`config.mk`:
```
export PLATFORM = sky130hd
export DESIGN_NAME = spi_sck_prescaler
export DESIGN_NICKNAME = d
export VERILOG_FILES = /design/src/rtl/spi_sck_pkg.sv /design/src/rtl/spi_sck_cfg.sv /design/src/rtl/spi_sck_pre.sv /design/src/rtl/spi_sck_edge.sv /design/src/rtl/spi_sck_prescaler.sv
export SDC_FILE = /design/constraint.sdc
export NUM_CORES = 1
export LEC_CHECK = 0
export BUFFER_PORTS_ARGS = -buffer_cell sky130_fd_sc_hd__buf_4
export CORE_ASPECT_RATIO = 0.8
export CORE_MARGIN = 2
export CORE_UTILIZATION = 47
export DETAILED_ROUTE_END_ITERATION = 7
export PLACE_DENSITY = 0.72
export SLEW_MARGIN = 15
export SYNTH_ARGS = -nofsm -noshare
export SYNTH_HDL_FRONTEND = slang
export SYNTH_HIERARCHICAL = 1
export SYNTH_SLANG_ARGS = --single-unit
```
`constraint.sdc`:
```
create_clock -name clk -period 2.05 [get_ports clk]
set_clock_uncertainty 0.15 [all_clocks]
set_input_delay 0.3075 -clock clk [delete_from_list [all_inputs] [get_ports clk]]
set_output_delay 0.3075 -clock clk [all_outputs]
set_load 0.1 [all_outputs]
```
`src/rtl/spi_sck_pkg.sv`:
```
// Package: constants shared by the serial clock prescaler.
// Assumes nothing beyond being compiled first.
package spi_sck_pkg;
    localparam int DIV_W_DFLT  = 2;   // width of the ratio code
    localparam int BRG_W_DFLT  = 6;   // width of the rate code
    localparam int BRG_MIN_DFLT = 4;  // smallest legal rate code
    localparam int DIV_RST_DFLT = 0;  // ratio code after reset
    localparam int BRG_RST_DFLT = 4;  // rate code after reset

    // Level of the serial clock relative to its idle level
    typedef enum logic {
        PH_IDLE   = 1'b0,
        PH_ACTIVE = 1'b1
    } sck_phase_e;
endpackage

```
`src/rtl/spi_sck_cfg.sv`:
```
// Settings holder: loads the ratio and rate codes while the block is
// disabled and freezes them while enabled. Rate codes below BRG_MIN are
// raised to BRG_MIN. Assumes a synchronous active-low reset.
module spi_sck_cfg #(
    parameter int DIV_W   = 2,
    parameter int BRG_W   = 6,
    parameter int BRG_MIN = 4,
    parameter int DIV_RST = 0,
    parameter int BRG_RST = 4
) (
    input  logic             clk,
    input  logic             rst_n,
    input  logic             enable,
    input  logic [DIV_W-1:0] div_in,
    input  logic [BRG_W-1:0] brg_in,
    output logic [DIV_W-1:0] div_q,
    output logic [BRG_W-1:0] brg_q
);
    localparam logic [BRG_W-1:0] BRG_FLOOR = BRG_W'(BRG_MIN);

    logic [BRG_W-1:0] brg_legal;

    generate
        if (BRG_MIN > 0) begin : g_clamp
            // Raise rate codes below the floor to the floor
            always_comb brg_legal = (brg_in < BRG_FLOOR) ? BRG_FLOOR : brg_in;
        end else begin : g_pass
            // No floor configured: take the code unchanged
            always_comb brg_legal = brg_in;
        end
    endgenerate

    // Load settings only while disabled
    always_ff @(posedge clk) begin
        if (!rst_n) begin
            div_q <= DIV_W'(DIV_RST);
            brg_q <= BRG_W'(BRG_RST);
        end else if (!enable) begin
            div_q <= div_in;
            brg_q <= brg_legal;
        end
    end
endmodule

```
`src/rtl/spi_sck_pre.sv`:
```
// First stage: power-of-two prescaler. Emits a one-cycle tick every
// (2 << div) main clocks while enabled, and raises ready at the first tick
// after enable. Assumes div is stable while enabled.
module spi_sck_pre #(
    parameter int DIV_W = 2
) (
    input  logic             clk,
    input  logic             rst_n,
    input  logic             enable,
    input  logic [DIV_W-1:0] div,
    output logic             tick,
    output logic             ready
);
    localparam int PRE_W = (1 << DIV_W) + 1;

    logic [PRE_W-1:0] cnt;
    logic [PRE_W-1:0] last;

    // Terminal count of the prescaler for the current ratio code
    always_comb last = (PRE_W'(2) << div) - PRE_W'(1);

    // Tick on the terminal count
    always_comb tick = enable && (cnt == last);

    // Prescaler counter, held at zero while disabled
    always_ff @(posedge clk) begin
        if (!rst_n || !enable) begin
            cnt <= '0;
        end else if (cnt == last) begin
            cnt <= '0;
        end else begin
            cnt <= cnt + PRE_W'(1);
        end
    end

    // Ready flag: set by the first tick, cleared when disabled
    always_ff @(posedge clk) begin
        if (!rst_n || !enable) begin
            ready <= 1'b0;
        end else if (tick) begin
            ready <= 1'b1;
        end
    end
endmodule

```
`src/rtl/spi_sck_edge.sv`:
```
// Second stage: counts prescaler ticks and flips the serial clock phase
// every (brg + 1) ticks while active. Produces registered lead and trail
// strobes aligned with the phase change. Assumes brg is stable while active.
module spi_sck_edge
    import spi_sck_pkg::*;
#(
    parameter int BRG_W = 6
) (
    input  logic             clk,
    input  logic             rst_n,
    input  logic             active,
    input  logic             tick,
    input  logic [BRG_W-1:0] brg,
    output sck_phase_e       phase,
    output logic             lead,
    output logic             trail
);
    logic [BRG_W-1:0] hcnt;

    // Half-period counter, phase and edge strobes
    always_ff @(posedge clk) begin
        if (!rst_n || !active) begin
            hcnt  <= '0;
            phase <= PH_IDLE;
            lead  <= 1'b0;
            trail <= 1'b0;
        end else begin
            lead  <= 1'b0;
            trail <= 1'b0;
            if (tick) begin
                if (hcnt == brg) begin
                    hcnt  <= '0;
                    phase <= (phase == PH_IDLE) ? PH_ACTIVE : PH_IDLE;
                    lead  <= (phase == PH_IDLE);
                    trail <= (phase == PH_ACTIVE);
                end else begin
                    hcnt <= hcnt + BRG_W'(1);
                end
            end
        end
    end
endmodule

```
`src/rtl/spi_sck_prescaler.sv`:
```
// Top: two-stage serial clock generator for an SPI master. The settings
// holder feeds a power-of-two prescaler and an even-ratio edge counter. The
// serial clock is the phase XOR the polarity, so it rests at cpol when idle.
// Assumes a synchronous active-low reset and settings changed only while
// disabled (changes while enabled are ignored).
module spi_sck_prescaler
    import spi_sck_pkg::*;
#(
    parameter int DIV_W   = DIV_W_DFLT,
    parameter int BRG_W   = BRG_W_DFLT,
    parameter int BRG_MIN = BRG_MIN_DFLT
) (
    input  logic             clk,
    input  logic             rst_n,
    input  logic             enable,
    input  logic             run,
    input  logic [DIV_W-1:0] div_sel,
    input  logic [BRG_W-1:0] brg_sel,
    input  logic             cpol,
    output logic             sck,
    output logic             lead_stb,
    output logic             trail_stb,
    output logic             ready
);
    logic [DIV_W-1:0] cfg_div;
    logic [BRG_W-1:0] cfg_brg;
    logic             pre_tick;
    logic             active;
    sck_phase_e       phase;

    spi_sck_cfg #(
        .DIV_W   (DIV_W),
        .BRG_W   (BRG_W),
        .BRG_MIN (BRG_MIN),
        .DIV_RST (DIV_RST_DFLT),
        .BRG_RST (BRG_RST_DFLT)
    ) u_cfg (
        .clk    (clk),
        .rst_n  (rst_n),
        .enable (enable),
        .div_in (div_sel),
        .brg_in (brg_sel),
        .div_q  (cfg_div),
        .brg_q  (cfg_brg)
    );

    spi_sck_pre #(
        .DIV_W (DIV_W)
    ) u_pre (
        .clk    (clk),
        .rst_n  (rst_n),
        .enable (enable),
        .div    (cfg_div),
        .tick   (pre_tick),
        .ready  (ready)
    );

    // Second stage runs only when enabled, settled and a transfer is asked
    always_comb active = enable && ready && run;

    spi_sck_edge #(
        .BRG_W (BRG_W)
    ) u_edge (
        .clk    (clk),
        .rst_n  (rst_n),
        .active (active),
        .tick   (pre_tick),
        .brg    (cfg_brg),
        .phase  (phase),
        .lead   (lead_stb),
        .trail  (trail_stb)
    );

    // Apply polarity to the phase
    always_comb sck = cpol ^ (phase == PH_ACTIVE);
endmodule

```
==> results.py <==
metrics = {
    "outcome": {
        "outcome": "finished clean",
    },
    "routing": {
        "ant_nets": 0,
        "vias": 793,
        "dr.pass1.iters": 4,
        "drtIter0Drc": 13,
        "drc_errors": 0,
        "detail_route.vias_per_cell": 5.32,
        "drt-total-wl_um": 1870,
        "avgRoutedWirePerCell_um": 12.5,
    },
    "min_path": {
        "hold_path_class": "in -> reg",
        "min-delay-start": "brg_sel[1]",
    },
    "yosys": {
        "yosysWarnings": 6,
        "synth_flop_cell": "dfxtp_1",
        "syn_area_um2": 1060,
        "synth_cells": 103,
        "synthArstFlopShare_pct": 0,
        "synth_cell_types": 28,
        "syn_area_per_cell_um2": 10.3,
        "synth-edff-count": 0,
        "syn_nets": 118,
        "ys_seq_elements": 23,
        "seq_area_frac_synth_pct": 43.6,
    },
    "final_layout": {
        "fin_nets": 140,
        "layout-drive-gt1-share_pct": 22.6,
        "multi_input_area_um2": 586,
        "area_delta_synth_final_pct": 18.2,
        "fillCellCount": 208,
        "regArea_um2": 460,
        "finish.instance_area_um2": 1250,
        "n_antenna_cell": 0,
    },
    "placed_design": {
        "pre_cts_slack_ns": 0.0746,
        "globalplace.congestion": 0.800,
        "detailed_place_hpwl_um": 1490,
        "io_buffers": 16,
        "post_dp_cell_area_um2": 1220,
    },
    "worst_setup_path": {
        "crit_fanout": 6,
        "cp-end-kind": "flop",
        "cp-start-kind": "flop",
        "cpMaxStageDelayCell": "dfxtp_1",
        "critPathMaxStageDelay_ns": 0.43,
        "worstSetupPathType": "reg -> reg",
        "path_cells": "xnor2_1 -> a311oi_2 -> and3_1 -> nand4_1 -> o21bai_2 -> nor2_1",
        "cp_data_arrival_time_ns": 1.90,
        "r2r-start": "u_cfg/div_q[1]",
        "worstPathRequired_ns": 2.10,
        "crit_start": "u_cfg/div_q[1]",
    },
    "sta": {
        "finalCritPeriodShare_pct": 90.6,
        "fmax_mhz": 538,
        "finalSetupTns_ns": 0,
        "rsz0062_at_grt": "false",
        "min_period_ns": 1.86,
        "setup_ws_ns": 0.192,
        "worst_slew_pin_slew_ns": 0.266,
        "setup_viol": 0,
        "relSlewSlack_pct": 82.1,
        "whs_ns": 0.0940,
        "maxSlewViolCount": 0,
        "hold_viol_final": 0,
    },
    "cts": {
        "cts.path.max_buffers": 2,
        "htreeDepth": 1,
        "cts_hold_buffers": 0,
        "clk_latency_ns": 0.30,
        "cts_tree": "built",
        "cts_setup_buffers": 0,
        "clock_sinks": 23,
        "cts_inserted_buffers": 3,
        "root_buffer": "clkbuf_4",
        "path_clk_slew_ns": 0.11,
    },
    "power_and_ir_drop": {
        "p_total_w": 0.000767,
        "cellLeakagePower_nw": 0.495,
        "power_density_nw_per_um2": 614,
        "irDropWorstVdd_uv": 504,
    },
    "floorplanning": {
        "die_w_um": 57.0,
        "core_area_um2": 2140,
        "dieHeight_um": 46.4,
        "ios": 17,
        "start_util_pct": 49.4,
        "fp-row-count": 15,
        "die_area_um2": 2650,
    },
    "global_route": {
        "grt_overflow": 0,
        "grt_pass1_wl_um": 3160,
        "grt_pass1_vias": 742,
        "antenna_found_initial": 0,
        "grt_max_degree": 16,
        "track_usage_pct": 16.0,
    },
    "job": {
        "drv_cap": 0,
    },
}
## layer usage
metal	global-route usage [%]	vias to the layer above	part of all wire, %	wire [um]
met1	20.0	365	47	885
met2	26.0	20	46	856
li1	-	406	-	-
met4	4.19	0	0.64	12
met5	0	-	0	0
met3	6.46	2	5.9	111
## cells in the final DEF (no fill, tap or decap), types with 2 or more instances in the layout
| cell | synthesis | final |
|---|---|---|
| nand4_1 | 3 | 3 |
| o31ai_1 | 2 | 2 |
| mux2i_1 | 6 | 6 |
| xor2_1 | 7 | 6 |
| ha_1 | 2 | 2 |
| o21bai_1 | 3 | 2 |
| nor2_1 | 8 | 8 |
| nand2_1 | 5 | 5 |
| and3_1 | 3 | 3 |
| a211oi_1 | 3 | 3 |
| nand3_1 | 7 | 7 |
| nor2b_1 | 5 | 5 |
| buf_4 | 0 | 18 |
| clkbuf_4 | 0 | 3 |
| dfxtp_1 | 23 | 23 |
| inv_1 | 3 | 3 |
| xnor2_1 | 10 | 10 |
## final cells by class
cell class              count  area share, %
well taps                  25           2.50
inverters                   3          0.901
clock buffers               4           2.10
repair buffers             18           10.8
flip-flops and latches     23           36.8
multi-input cells          76           46.8
## cell families after synthesis
group                    Yosys count  synth area share, %
AO/OA/AOI/OAI                     14                 11.1
multiplexers                       6                 5.68
flip-flops                        23                 43.6
AND/OR/NAND/NOR                   37                 21.1
XOR/XNOR                          17                 14.1
buffers and inverters              4                 2.13
adder cells (fa/ha/maj)            2                 2.37
## critical path: cells and delay by family, from the launching register on
kind,cells,cell delay (ns)
simple gates,3,0.49
compound gates,2,0.57
xor+xnor,1,0.11
flops,1,0.43
## registers in the layout (all words and copies together), names as in the netlist
| register | flops |
|---|---|
| u_cfg/brg_q | 6 |
| u_edge/hcnt | 6 |
| u_pre/cnt | 5 |
| u_cfg/div_q | 2 |
| u_edge/lead | 1 |
| u_edge/phase | 1 |
| u_edge/trail | 1 |
| u_pre/ready | 1 |
## cell usage after synthesis (2+ instances only)
cell      number  area, um2
dfxtp_1       23        460
xnor2_1       10       87.6
nor2_1         8       30.0
nand3_1        7       35.0
xor2_1         7       61.3
mux2i_1        6       60.1
nand2_1        5       18.8
nor2b_1        5       31.3
a211oi_1       3       22.5
and3_1         3       18.8
inv_1          3       11.3
nand4_1        3       18.8
o21bai_1       3       22.5
ha_1           2       25.0
o31ai_1        2       15.0
## path summary, 6_finish.rpt
kind                                       end  slack (ns)  cells after the start
worst min register to register    u_pre/cnt[0]        0.33                      1
worst max register to register  u_edge/hcnt[1]        0.19                      6
worst min-delay path            u_cfg/brg_q[1]        0.09                      3
worst max-delay path            u_edge/hcnt[1]        0.19                      6
## power by group
group,switching (W),internal (W)
clock,0.000125,0.0000759
combinational,0.0000499,0.0000468
sequential,0.0000109,0.000459
total,0.000186,0.000581
## per-stage QoR
step           std cells  util (%)
2_1_floorplan        103         -
3_3_place_gp         145      57.0
3_5_place_dp         145      57.0
4_1_cts              149      58.2
5_1_grt              149      58.4
6_report             149      58.4
## what timing repair did
action | CTS | global route
endpoints found under the hold margin | 0 | 0
setup endpoints to repair | 0 | 6
gates resized for setup | 0 | 1
No activity file was read; power rests on OpenSTA's default activity.
